### config.mk
export PLATFORM = sky130hd
export DESIGN_NAME = scan_instr_ctrl
export DESIGN_NICKNAME = d
export VERILOG_FILES = /design/src/rtl/scan_pkg.sv /design/src/rtl/scan_ir.sv /design/src/rtl/scan_dr_bank.sv /design/src/rtl/scan_pin_mux.sv /design/src/rtl/scan_instr_ctrl.sv
export SDC_FILE = /design/constraint.sdc
export NUM_CORES = 1
export LEC_CHECK = 0
export ABC_AREA = 0
export BUFFER_PORTS_ARGS = -buffer_cell sky130_fd_sc_hd__buf_4
export CAP_MARGIN = 40
export CELL_PAD_IN_SITES_DETAIL_PLACEMENT = 0
export CELL_PAD_IN_SITES_GLOBAL_PLACEMENT = 1
export CORE_AREA = 2 2 91 93
export CTS_BUF_LIST = sky130_fd_sc_hd__clkbuf_8
export DETAILED_ROUTE_END_ITERATION = 10
export DIE_AREA = 0 0 93 95
export GPL_ROUTABILITY_DRIVEN = 0
export PLACE_DENSITY_LB_ADDON = 0.1
export SETUP_SLACK_MARGIN = 0.15
export SLEW_MARGIN = 20
export SYNTH_ARGS = -nofsm -noshare
export SYNTH_HDL_FRONTEND = slang
export SYNTH_SLANG_ARGS = --single-unit
export TNS_END_PERCENT = 10
### constraint.sdc
create_clock -name tck -period 3.5 [get_ports tck]
set_clock_uncertainty 0.05 [all_clocks]
set_input_delay 0.7 -clock tck [delete_from_list [all_inputs] [get_ports tck]]
set_output_delay 0.7 -clock tck [all_outputs]
set_load 0.01 [all_outputs]
### src/rtl/scan_pkg.sv
`timescale 1ns/1ps
package scan_pkg;
   localparam int IR_W = 4;
   localparam int ID_W = 32;

   localparam logic [IR_W-1:0] OP_EXTEST   = 4'b0000;
   localparam logic [IR_W-1:0] OP_SAMPLE   = 4'b0001;
   localparam logic [IR_W-1:0] OP_IDCODE   = 4'b0010;
   localparam logic [IR_W-1:0] OP_CLAMP    = 4'b0011;
   localparam logic [IR_W-1:0] OP_HIGHZ    = 4'b0100;
   localparam logic [IR_W-1:0] OP_USERCODE = 4'b0101;
   localparam logic [IR_W-1:0] OP_BYPASS   = 4'b1111;
   localparam logic [IR_W-1:0] IR_CAPTURE  = 4'b0001;

   typedef enum logic [1:0] {DR_BYP, DR_IDENT, DR_BOUND} dr_sel_e;
   typedef enum logic [1:0] {PIN_CORE, PIN_BOUND, PIN_OFF} pin_mode_e;

   typedef struct packed {
      dr_sel_e   dr;
      pin_mode_e pins;
      logic      use_user;
   } decode_t;

   function automatic decode_t decode_op(logic [IR_W-1:0] op, bit has_id);
      decode_t d;
      d = '{dr: DR_BYP, pins: PIN_CORE, use_user: 1'b0};
      unique case (op)
         OP_EXTEST:   d = '{dr: DR_BOUND, pins: PIN_BOUND, use_user: 1'b0};
         OP_SAMPLE:   d = '{dr: DR_BOUND, pins: PIN_CORE,  use_user: 1'b0};
         OP_IDCODE:   if (has_id) d = '{dr: DR_IDENT, pins: PIN_CORE, use_user: 1'b0};
         OP_USERCODE: if (has_id) d = '{dr: DR_IDENT, pins: PIN_CORE, use_user: 1'b1};
         OP_CLAMP:    d = '{dr: DR_BYP,   pins: PIN_BOUND, use_user: 1'b0};
         OP_HIGHZ:    d = '{dr: DR_BYP,   pins: PIN_OFF,   use_user: 1'b0};
         default:     d = '{dr: DR_BYP,   pins: PIN_CORE,  use_user: 1'b0};
      endcase
      return d;
   endfunction
endpackage

### src/rtl/scan_ir.sv
`timescale 1ns/1ps
module scan_ir
   import scan_pkg::*;
#(
   parameter bit HAS_ID = 1'b1
) (
   input  logic            tck,
   input  logic            trst_n,
   input  logic            tdi,
   input  logic            capture,
   input  logic            shift,
   input  logic            update,
   output logic            ser_out,
   output logic [IR_W-1:0] active,
   output decode_t         dec
);
   localparam logic [IR_W-1:0] RESET_OP = HAS_ID ? OP_IDCODE : OP_BYPASS;

   logic [IR_W-1:0] sr_q;

   always_ff @(posedge tck or negedge trst_n) begin
      if (!trst_n)      sr_q <= IR_CAPTURE;
      else if (capture) sr_q <= IR_CAPTURE;
      else if (shift)   sr_q <= {tdi, sr_q[IR_W-1:1]};
   end

   always_ff @(posedge tck or negedge trst_n) begin
      if (!trst_n)     active <= RESET_OP;
      else if (update) active <= sr_q;
   end

   always_comb dec = decode_op(active, HAS_ID);
   assign ser_out = sr_q[0];
endmodule

### src/rtl/scan_dr_bank.sv
`timescale 1ns/1ps
module scan_dr_bank
   import scan_pkg::*;
#(
   parameter int              NUM_PINS = 4,
   parameter bit              HAS_ID   = 1'b1,
   parameter logic [ID_W-1:0] ID_VALUE = 32'h0000_0001
) (
   input  logic                tck,
   input  logic                trst_n,
   input  logic                tdi,
   input  logic                capture,
   input  logic                shift,
   input  logic                update,
   input  decode_t             dec,
   input  logic [NUM_PINS-1:0] pin_in,
   input  logic [ID_W-1:0]     user_code,
   output logic                ser_out,
   output logic [NUM_PINS-1:0] upd_lat
);
   logic                byp_q;
   logic                id_ser;
   logic [NUM_PINS-1:0] bsr_q;

   wire sel_byp   = (dec.dr == DR_BYP);
   wire sel_bound = (dec.dr == DR_BOUND);

   always_ff @(posedge tck or negedge trst_n) begin
      if (!trst_n)                byp_q <= 1'b0;
      else if (capture && sel_byp) byp_q <= 1'b0;
      else if (shift && sel_byp)   byp_q <= tdi;
   end

   generate
      if (HAS_ID) begin : g_ident
         logic [ID_W-1:0] id_q;
         wire sel_id = (dec.dr == DR_IDENT);
         always_ff @(posedge tck or negedge trst_n) begin
            if (!trst_n)                id_q <= ID_VALUE;
            else if (capture && sel_id) id_q <= dec.use_user ? user_code : ID_VALUE;
            else if (shift && sel_id)   id_q <= {tdi, id_q[ID_W-1:1]};
         end
         assign id_ser = id_q[0];
      end else begin : g_no_ident
         assign id_ser = 1'b0;
      end
   endgenerate

   always_ff @(posedge tck or negedge trst_n) begin
      if (!trst_n)                   bsr_q <= '0;
      else if (capture && sel_bound) bsr_q <= pin_in;
      else if (shift && sel_bound) begin
         if (NUM_PINS == 1) bsr_q <= tdi;
         else               bsr_q <= {tdi, bsr_q[NUM_PINS-1:1]};
      end
   end

   always_ff @(posedge tck or negedge trst_n) begin
      if (!trst_n)                  upd_lat <= '0;
      else if (update && sel_bound) upd_lat <= bsr_q;
   end

   always_comb begin
      unique case (dec.dr)
         DR_IDENT: ser_out = id_ser;
         DR_BOUND: ser_out = bsr_q[0];
         default:  ser_out = byp_q;
      endcase
   end
endmodule

### src/rtl/scan_pin_mux.sv
`timescale 1ns/1ps
module scan_pin_mux
   import scan_pkg::*;
#(
   parameter int NUM_PINS = 4
) (
   input  pin_mode_e           mode,
   input  logic [NUM_PINS-1:0] core_out,
   input  logic [NUM_PINS-1:0] core_oe,
   input  logic [NUM_PINS-1:0] upd_lat,
   output logic [NUM_PINS-1:0] pin_out,
   output logic [NUM_PINS-1:0] pin_oe
);
   generate
      for (genvar i = 0; i < NUM_PINS; i++) begin : g_pin
         always_comb begin
            unique case (mode)
               PIN_BOUND: begin pin_out[i] = upd_lat[i];  pin_oe[i] = 1'b1;       end
               PIN_OFF:   begin pin_out[i] = core_out[i]; pin_oe[i] = 1'b0;       end
               default:   begin pin_out[i] = core_out[i]; pin_oe[i] = core_oe[i]; end
            endcase
         end
      end
   endgenerate
endmodule

### src/rtl/scan_instr_ctrl.sv
`timescale 1ns/1ps
module scan_instr_ctrl
   import scan_pkg::*;
#(
   parameter int          NUM_PINS   = 4,
   parameter bit          HAS_ID     = 1'b1,
   parameter logic [3:0]  ID_VERSION = 4'h3,
   parameter logic [15:0] ID_PART    = 16'hA5C2,
   parameter logic [10:0] ID_MAKER   = 11'h2B6
) (
   input  logic                tck,
   input  logic                trst_n,
   input  logic                tdi,
   input  logic                capture_ir,
   input  logic                shift_ir,
   input  logic                update_ir,
   input  logic                capture_dr,
   input  logic                shift_dr,
   input  logic                update_dr,
   input  logic [NUM_PINS-1:0] core_out,
   input  logic [NUM_PINS-1:0] core_oe,
   input  logic [NUM_PINS-1:0] pin_in,
   input  logic [31:0]         user_code,
   output logic                tdo,
   output logic [NUM_PINS-1:0] pin_out,
   output logic [NUM_PINS-1:0] pin_oe
);
   localparam logic [ID_W-1:0] ID_VALUE = {ID_VERSION, ID_PART, ID_MAKER, 1'b1};

   generate
      if (NUM_PINS < 1) begin : g_bad_pins
         $error("scan_instr_ctrl: NUM_PINS must be at least 1");
      end
      if (ID_W != 32) begin : g_bad_id
         $error("scan_instr_ctrl: identification register must be 32 bits");
      end
   endgenerate

   logic            ir_ser;
   logic            dr_ser;
   logic [IR_W-1:0] ir_active;
   decode_t         dec;
   logic [NUM_PINS-1:0] upd_lat;

   scan_ir #(.HAS_ID(HAS_ID)) u_ir (
      .tck(tck), .trst_n(trst_n), .tdi(tdi),
      .capture(capture_ir), .shift(shift_ir), .update(update_ir),
      .ser_out(ir_ser), .active(ir_active), .dec(dec)
   );

   scan_dr_bank #(.NUM_PINS(NUM_PINS), .HAS_ID(HAS_ID), .ID_VALUE(ID_VALUE)) u_dr (
      .tck(tck), .trst_n(trst_n), .tdi(tdi),
      .capture(capture_dr), .shift(shift_dr), .update(update_dr),
      .dec(dec), .pin_in(pin_in), .user_code(user_code),
      .ser_out(dr_ser), .upd_lat(upd_lat)
   );

   scan_pin_mux #(.NUM_PINS(NUM_PINS)) u_pins (
      .mode(dec.pins), .core_out(core_out), .core_oe(core_oe),
      .upd_lat(upd_lat), .pin_out(pin_out), .pin_oe(pin_oe)
   );

   always_ff @(negedge tck or negedge trst_n) begin
      if (!trst_n)       tdo <= 1'b0;
      else if (shift_ir) tdo <= ir_ser;
      else if (shift_dr) tdo <= dr_ser;
   end
endmodule

# --- Word level (Yosys, flattened, before mapping) ---
# Index checks and enable logic that the tools add are counted.
totals:
  input_bits: 53
  ff_bits: 50
  out_inout_bits: 9
  elab_cells: 51
classes:
  mux: 21
  n_eq_ne: 9
  n_reduce_logical: 14
ops:
  columns: ["cell", "count"]
  rows:
  - ["32-bit 2-to-1 mux", 3]
  - ["5-bit one-hot mux with 6 select lines", 1]
  - ["4-bit 2-to-1 mux", 4]
  - ["1-bit one-hot mux with 2 select lines", 5]
  - ["2-bit nonzero test", 5]
  - ["4-bit by 2-bit == test with 1-bit output (second input constant)", 2]
  - ["4-bit by 3-bit == test with 1-bit output (second input constant)", 2]
  - ["1-bit 2-to-1 mux", 8]
  - ["1-bit logical AND", 7]
  - ["2-bit by 1-bit == test with 1-bit output (second input constant)", 2]
  - ["2-bit == test (second input constant)", 2]
  - ["4-bit by 1-bit == test with 1-bit output (second input constant)", 1]
  - ["4-bit logical NOT", 1]
  - ["2-bit logical NOT", 1]

# --- Longest topological paths before layout ---
# Gate-level depths: netlist of run 1.
depth:
  word_depth: 6
  depth_mapped: 10
  mapped_depth_nobuf: 7

# --- Hierarchy ---
# A second synthesis of run 1 with hierarchy kept.
unflattened:
  cells_unflattened: 249
  area_unflattened_um2: 2646.3
modules_own_cells:
  columns: ["module", "area_per_inst_um2", "instances", "cells_per_inst", "seq_area_each_um2"]
  rows:
  - ["scan_dr_bank", 2097.0, 1, 205, 1046.0]
  - ["scan_ir", 372.9, 1, 29, 202.7]
  - ["scan_pin_mux", 132.6, 1, 11, 0.0]
  - ["scan_instr_ctrl", 43.8, 1, 4, 25.0]

==> results_dict.tcl, run 1 <==
set metrics [dict create \
    status "finished with violations" \
    violations "setup timing" \
    p_leak_nw 1.46 \
    slew_headroom_pct 56.9 \
    diodes 0 \
    dp.cells 422 \
    setup_viol 1 \
    netlist_area_um2 2710 \
    fin_ws_ns -0.130 \
    worst_slew_pin_slew_ns 0.646 \
    cap_violations 0 \
    grt_setup_unrepaired "true" \
    clk_latency_ns 0.31 \
    grt.total_usage_pct 16.3 \
    p_comb_share_pct 25.6 \
    fin_area_um2 3380 \
    slowest_delay_ns 0.57 \
    nNetsFinal 384 \
    fin_cells 433 \
    wire_per_inst_um 15.5 \
    cts_tree "built" \
    core_area_um2 7930 \
    htree_levels 2 \
    antenna_found_initial 0 \
    synth_flop_cell "dfrtp_1" \
    p_seq_share_pct 53.6 \
    ys_seq_area_share_pct 47.1 \
    hold_buffers 0 \
    end_kind "flop" \
    grt_pass1_wl_um 11300 \
    cp-start-kind "flop" \
    hp-class "flop to flop" \
    hold_viol 0 \
    drtIter0Drc 92 \
    p_clk_share_pct 20.8 \
    overflow 0 \
    p_sw_share_pct 28.9 \
    synth-edff-count 0 \
    die-area_um2 8840 \
    die_h_um 95 \
    port_buffers 61 \
    path_class "flop to flop" \
    crit_path_max_fanout 4 \
    required_ns 1.86 \
    path_buf_inv 0 \
    r2r_slack_ns -0.13 \
    clk_pin_slew_worst_paths_ns 0.10 \
    p_sw_uw 453 \
    drc 0 \
    cpMaxStageDelayCell "dfstp_2" \
    clock_path_buffers 2 \
    tns_ns -0.130 \
    cts.sinks 50 \
    post-place-ws_ns -0.170 \
    boundaryPins 62 \
    drive_gt1_share_pct 37.2 \
    cts_root_buf "clkbuf_8" \
    placed_area_um2 3260 \
    crit_chain "mux2i_2 > nor2_1 > ha_2 > a221oi_2 > a2111oi_1 > a221o_1" \
    power_density_nw_per_um2 463 \
    drt-total-wl_um 6730 \
    avgSynthCellArea_um2 10.1 \
    grt_pass1_vias 2162 \
    areaGrowthSynthToFinish_pct 24.9 \
    async_flop_share_pct 100 \
    synthDistinctLibCells 39 \
    synth_cells 269 \
    vias 2186 \
    cp.arrival_ns 1.99 \
    ys_ff_latch 50 \
    antenna_left 0 \
    dpl.hpwl_um 4320 \
    grt_start_max_net_pins 50 \
    firstDrtPassIters 4 \
    ys.warnings.count 0 \
    cts_made_buffers 5 \
    ir_worst_vdd_mv 0.153 \
    slew_viol_final 0 \
    crit_family "flip-flops" \
    syn-num-nets 326 \
    internal-power_mw 1.11 \
    fillerInstances 832 \
    vias_per_cell 5.05 \
    start_util_pct 34.1 \
    fp-row-count 33 \
    die_w_um 93 \
]
-- synth_stat cells, drive strengths merged (9+ instances only) --
| master | count | area (µm²) |
|---|---|---|
| nand4b | 16 | 140 |
| a22o | 24 | 210 |
| mux2 | 12 | 135 |
| a31oi | 16 | 100 |
| nand2b | 17 | 106 |
| dfstp | 18 | 473 |
| nor2 | 54 | 203 |
| dfrtp | 31 | 776 |
| buf | 20 | 129 |
| nand2 | 9 | 33.8 |
| nand4 | 16 | 100 |
-- metrics by stage --
stage	hold slack (ns)	util [%]	total power [mW]
final	0.436	42.6	1.56
after global routing	0.466	42.6	1.68
after CTS	0.438	42.6	1.59
after detailed placement	0.418	41.1	1.25
after global placement	0.413	41.1	1.24
after floorplan	0.354	-	1.09
-- area by class of cell --
class	instances	area (µm²)	area share, %
clock inverters	3	11.3	0.333
clock buffers	5	68.8	2.04
repair buffers	75	567	16.8
well taps	105	131	3.89
multi-input cells	192	1310	38.9
flip-flops and latches	50	1270	37.7
inverters	3	11.3	0.333
-- path summary, 6_finish.rpt --
check | start | end | cells past startpoint
hold / removal | tdo | tdo | 1
hold reg to reg | tdo | tdo | 1
setup / recovery | u_ir.active[1] | tdo | 6
setup reg to reg | u_ir.active[1] | tdo | 6
max in group asynchronous | trst_n | tdo | 1
min in group asynchronous | trst_n | u_dr.upd_lat[3] | 2
-- power groups by stage --
| stage | Sequential [mW] | Clock, mW | Combinational (mW) |
|---|---|---|---|
| final | 0.839 | 0.325 | 0.400 |
| after global routing | 0.862 | 0.363 | 0.454 |
| after CTS | 0.839 | 0.343 | 0.405 |
| after detailed placement | 0.849 | 0 | 0.397 |
| after global placement | 0.845 | 0 | 0.391 |
| after floorplan | 0.823 | 0 | 0.270 |
-- cells by family after synthesis --
logic type | after synthesis | share of synthesized area, %
buf+inv | 27 | 5.78
fa+ha+maj | 4 | 1.85
mux | 16 | 6.48
simple gates | 122 | 24.5
compound gates | 49 | 14.0
xor+xnor | 1 | 0.324
flops | 50 | 47.1
-- worst reg2reg max path: stages, from the launching register on --
cell	delay, ns
dfstp_2	0.57
mux2i_2	0.23
nor2_1	0.07
ha_2	0.27
a221oi_2	0.19
a2111oi_1	0.08
a221o_1	0.26
-- layout by cell type (no fill, tap or decap), drive strengths merged, types with 2 or more instances in the layout --
cell	n
a22o	24
a31oi	16
buf	75
clkbuf	5
dfrtp	31
dfstp	18
ha	4
inv	6
mux2	12
mux2i	4
nand2	9
nand2b	17
nand4	16
nand4b	16
nor2	54
nor2b	2
nor3b	2
o21ai	2
-- what timing repair did --
item | in CTS | in global routing
endpoints found under the setup margin | 2 | 2
buffers inserted | 3 | 0
gates resized for setup | 4 | 2
-- registers in the layout, indices dropped and copies added (netlist names) --
signal / cells
u_dr.bsr_q: 4
u_ir.sr_q: 4
u_ir.active: 4
u_dr.byp_q: 1
u_dr.upd_lat: 4
tdo: 1
u_dr.g_ident.id_q: 32
-- routing by layer --
metal,global-route usage [%],vias up,share of wire [%],routed length [µm]
met5,0,-,0,0
met4,4.78,0,1.3,87
met3,3.11,7,3.4,229
met2,23.7,36,42,2840
met1,24.6,1052,53,3570
li1,-,1091,-,-
No activity file was read; power rests on OpenSTA's default activity.
==> run 2, diff against run 1 <==
Settings changed: CORE_AREA 2 2 91 93 to 2 2 109 79, DIE_AREA 0 0 93 95 to 0 0 111 81, SETUP_SLACK_MARGIN 0.15 to 0.3.
==> run 2 against run 1 <==
Net effect: the run still ends with setup timing left; sequential cell count is the same; clock power grew 8.9%; cell count up 0.69%; die area is 1.8% higher; worst hold slack barely moved; power up 2.1%; critical path depth did not move; non-clock buffer count grew 3; critical endpoint unchanged; largest power group unchanged.
==> results_dict.tcl, run 2 (synthesis results as in run 1) <==
set metrics [dict create \
    status "finished with violations" \
    violations "setup timing" \
    nNetsFinal 387 \
    tns_ns -0.143 \
    start_util_pct 33.4 \
    core_area_um2 8090 \
    multi_input_area_um2 1310 \
    cp-start-kind "flop" \
    clock_path_buffers 2 \
    ir_worst_vdd_mv 0.213 \
    cap_violations 0 \
    dpl.hpwl_um 4640 \
    diodes 0 \
    vias 2225 \
    cpMaxStageDelayCell "dfstp_2" \
    p_leak_nw 1.48 \
    utilization_pct 42.1 \
    cts.sinks 50 \
    largest_register_ffs 32 \
    crit_path_max_fanout 4 \
    drive_gt1_share_pct 37.5 \
    cts_made_buffers 5 \
    vias_per_cell 5.10 \
    fillerInstances 793 \
    grt_setup_unrepaired "true" \
    seq_area_um2 1270 \
    layout_commonest_cell "buf_4" \
    clk_pin_slew_worst_paths_ns 0.09 \
    antenna_found_initial 0 \
    hold_buffers 0 \
    cts_root_buf "clkbuf_8" \
    drtIter0Drc 136 \
    firstDrtPassIters 6 \
    regMostFlops "u_dr.g_ident.id_q" \
    path_class "flop to flop" \
    worst_slew_pin_slew_ns 0.647 \
    setup_viol 1 \
    cp.arrival_ns 1.99 \
    cts_tree "built" \
    path_buf_inv 0 \
    required_ns 1.85 \
    fin_area_um2 3410 \
    crit_family "flip-flops" \
    drt-total-wl_um 7010 \
    hp-class "flop to flop" \
    die-area_um2 8990 \
    power_density_nw_per_um2 468 \
    drc 0 \
    fp-row-count 28 \
    die_w_um 111 \
    htree_levels 2 \
    overflow 0 \
    die_h_um 81 \
    final_cell_mix "76 x buf_4, 54 x nor2_1, 31 x dfrtp_1" \
    grt_pass1_vias 2214 \
    grt.total_usage_pct 16.4 \
    grt_pass1_wl_um 11800 \
    end_kind "flop" \
    crit_chain "mux2i_2 > nor2_1 > ha_2 > a221oi_2 > a2111oi_1 > a221o_1" \
    port_buffers 61 \
    boundaryPins 62 \
    slowest_delay_ns 0.58 \
    slew_viol_final 0 \
    fin_ws_ns -0.143 \
    clk_latency_ns 0.30 \
    antenna_left 0 \
    areaGrowthSynthToFinish_pct 26.0 \
    wire_per_inst_um 16.1 \
    slew_headroom_pct 56.8 \
    hold_viol 0 \
    placed_area_um2 3290 \
    grt_start_max_net_pins 50 \
]
==> run 2: final timing paths <==
path	endpoint	slack (ns)	start	cells past startpoint
setup / recovery	tdo	-0.14	u_ir.active[1]	6
hold / removal	tdo	0.44	tdo	1
setup reg to reg	tdo	-0.14	u_ir.active[1]	6
hold reg to reg	tdo	0.44	tdo	1
max in group asynchronous	tdo	1.51	trst_n	1
min in group asynchronous	u_dr.upd_lat[1]	0.48	trst_n	2
==> run 2: metal layers <==
layer	GRT usage, %	vias to the layer above	part of all wire [%]	wire length [µm]
met1	24.9	1079	54	3770
met3	3.51	4	4.2	295
met4	3.75	0	0.73	51
li1	-	1098	-	-
met2	23.9	44	41	2900
met5	0	-	0	0
==> run 2: what timing repair did <==
item	CTS	global route
setup endpoints to repair	2	2
pin swaps	2	0
buffers inserted	1	0
endpoints found under the hold margin	0	0
gates resized for setup	2	1
==> run 2: area by class of cell <==
class | count | share of cell area (%)
multi-input combinational | 192 | 38.4
sequential | 50 | 37.4
tap | 105 | 3.85
timing repair buffer | 78 | 17.4
clock buffer | 6 | 2.42
inverter | 3 | 0.330
clock inverter | 2 | 0.257
==> run 2: worst reg2reg max path: stages (launching register included) <==
cell and delay [ns]:
dfstp_2 0.58, mux2i_2 0.25, nor2_1 0.07, ha_2 0.27
a221oi_2 0.18, a2111oi_1 0.08, a221o_1 0.26
==> run 2: metrics by stage <==
stage	power [mW]	hold slack, ns	setup WS, ns	std cells
after CTS	1.61	0.441	-0.132	435
after floorplan	1.09	0.354	-0.172	269
after global routing	1.71	0.452	-0.260	436
after global placement	1.25	0.420	-0.109	426
final	1.60	0.436	-0.143	436
after detailed placement	1.25	0.411	-0.135	426
==> run 2: power by group <==
part           internal [mW]  leakage [nW]  switching (mW)  total [mW]
logic                  0.227         0.829           0.176       0.403
registers              0.753         0.598          0.0871       0.840
clock network          0.157        0.0524           0.197       0.354
total                   1.14          1.48           0.460        1.60
==> run 3, diff against run 2 <==
Settings changed: ABC_AREA 0 to 1, CORE_AREA 2 2 109 79 to 2 2 111 81, DIE_AREA 0 0 111 81 to 0 0 113 83.
==> run 3 against run 2 <==
Net effect: core utilization up 0.55 points; sequential share of layout area down 1.3 points; the flow finishes with violations (DRC); critical path type unchanged; non-clock buffer count down 6; largest power group unchanged; register-to-register slack better by 0.27 ns.
==> results_dict.tcl, run 3 <==
set metrics [dict create \
    min_from "u_dr.g_ident.id_q[29]" \
    regMostFlops "u_dr.g_ident.id_q" \
    async_flop_share_pct 100 \
    cp.arrival_ns 1.74 \
    holdPathStages 2 \
    tns_ns 0 \
    reg2reg_depth 10 \
    grt_pass1_vias 2515 \
    crit_chain "inv_4 > nand2_4 > nor2_4 > a21oi_2 > inv_2 > ha_4 > a21oi_2 > nand2_1 > nand2_1 > nand2_1" \
    synthTopCellsByCount "105 x nand2_1, 68 x nor2_1, 31 x dfrtp_1, 31 x inv_1, 31 x o21ai_0" \
    cpMostUsedCell "nand2_1" \
    core_area_um2 8270 \
    cts_root_buf "clkbuf_8" \
    grt.total_usage_pct 16.2 \
    total_power_mw 1.89 \
    cts_made_buffers 5 \
    dpl.hpwl_um 4720 \
    status "finished with violations" \
    antenna_found_initial 0 \
    cpMaxStageDelayCell "dfstp_2" \
    worst_slew_pin_slew_ns 0.654 \
    areaGrowthSynthToFinish_pct 24.8 \
    netlist_area_um2 2830 \
    drtIter0Drc 129 \
    die_h_um 83 \
    drt-total-wl_um 7060 \
    reg2reg_to "tdo" \
    slew_headroom_pct 56.3 \
    grt_pass1_wl_um 12400 \
    ys.warnings.count 0 \
    htree_levels 2 \
    vias_per_cell 4.63 \
    final_cell_mix "103 x nand2_1, 72 x buf_4, 66 x nor2_1" \
    ys_ff_latch 50 \
    end_kind "flop" \
    firstDrtPassIters 7 \
    r2r-start "u_ir.active[1]" \
    clock_path_buffers 2 \
    grt_setup_unrepaired "true" \
    cp-start-kind "flop" \
    cts.sinks 50 \
    cts_tree "built" \
    slowest_delay_ns 0.56 \
    clk_pin_slew_worst_paths_ns 0.10 \
    ys_seq_area_share_pct 45.1 \
    yosysTopAreaCell "dfrtp_1" \
    die_w_um 113 \
    required_ns 1.86 \
    port_buffers 61 \
    clk_latency_ns 0.30 \
    power_density_nw_per_um2 534 \
    seq_area_um2 1270 \
    crit_path_max_fanout 5 \
    wire_per_inst_um 12.8 \
    grt_busiest_layer "met2" \
    boundaryPins 62 \
    setup_viol 0 \
    hold_end "u_dr.g_ident.id_q[29]" \
    diodes 0 \
    largest_register_ffs 32 \
    synthDistinctLibCells 24 \
    drive_gt1_share_pct 31.0 \
    r2r_slack_ns 0.12 \
    yosysTopAreaCellShare_pct 27.4 \
    synth_flop_cell "dfrtp_1" \
    synth.area.top_cells "dfrtp_1 27%, dfstp_2 17%, nand2_1 14%" \
    drc 6 \
    grt_start_max_net_pins 50 \
    syn-num-nets 441 \
    fp-row-count 28 \
    die-area_um2 9380 \
    vias 2562 \
    ir_worst_vdd_mv 0.283 \
    overflow 0 \
    cap_violations 0 \
    avgSynthCellArea_um2 7.36 \
    hp-class "flop to flop" \
    met2_usage_pct 24.7 \
    start_util_pct 34.2 \
    layout_commonest_cell "nand2_1" \
    fillerInstances 881 \
    hold_buffers 0 \
    synth-edff-count 0 \
    multi_input_area_um2 1370 \
    yosysMostFrequentCell "nand2_1" \
    antenna_left 0 \
    violations "DRC" \
    synth_cells 384 \
    nNetsFinal 504 \
    slew_viol_final 0 \
    use_met3_pct 3.14 \
    met1_usage_pct 23.8 \
    p_leak_nw 1.74 \
    path_class "flop to flop" \
    hold_viol 0 \
]
[run 3: power by group]
group	leakage (nW)	internal, mW	switching, mW	total, mW
Sequential	0.580	0.873	0.123	0.996
Combinational	1.11	0.246	0.288	0.534
Clock	0.0524	0.157	0.197	0.355
Total	1.74	1.28	0.608	1.89
[run 3: timing repair]
action	CTS	global route
endpoints found under the setup margin	2	2
setup buffers	2	3
pin swaps	1	8
resized for setup	8	4
gates cloned	0	0
[run 3: how the worst max path moves through the flow]
stage	startpoint	to	cells after the start
2_1_floorplan	u_ir.active[1]	tdo	10
3_3_place_gp	u_ir.active[1]	tdo	10
3_5_place_dp	u_ir.active[1]	tdo	10
4_1_cts	u_ir.active[1]	tdo	11
5_1_grt	u_ir.active[1]	tdo	11
6_report	u_ir.active[1]	tdo	10
[run 3: critical path, delay by kind of cell, from the launching register on]
| family | cells | cell delay [ns] |
|---|---|---|
| and+or+nand+nor | 5 | 0.26 |
| DFF | 1 | 0.56 |
| AOI/OAI and AO/OA | 2 | 0.25 |
| buffers and inverters | 2 | 0.13 |
| adders and majority gates | 1 | 0.24 |
[run 3: cell type report]
cell class / count / share of cell area (%)
clock buffers: 6 / 2.34
clock inverters: 2 / 0.248
inverters: 33 / 3.58
multi-input cells: 285 / 38.7
flip-flops and latches: 50 / 36.1
well taps: 105 / 3.72
repair buffers: 72 / 15.3
[run 3: metrics by stage]
step / util [%] / std cells / cell area [µm²] / hold WS (ns) / worst slack [ns]
after CTS: 42.2 / 550 / 3490 / 0.423 / 0.131
after global routing: 42.7 / 553 / 3530 / 0.439 / 0.0631
final: 42.7 / 553 / 3530 / 0.423 / 0.125
after floorplan: - / 384 / 2830 / 0.354 / 0.130
after detailed placement: 40.5 / 540 / 3350 / 0.407 / 0.0242
after global placement: 40.5 / 540 / 3350 / 0.406 / 0.0913
[run 3: kinds of logic (layout without fill, tap and decap cells)]
group,count (synthesis),in the layout,synth area share (%)
simple gates,221,221,33.0
compound gates,56,56,10.0
flops,50,50,45.1
buf+inv,49,113,8.50
fa+ha+maj,4,4,1.77
mux,4,4,1.59
[run 3: per-layer routing]
layer | vias to the layer above | wire length, µm | share of wire (%)
met5 | - | 0 | 0
met4 | 0 | 34 | 0.48
met3 | 2 | 335 | 4.7
met2 | 45 | 2990 | 42
met1 | 1190 | 3700 | 52
li1 | 1325 | - | -
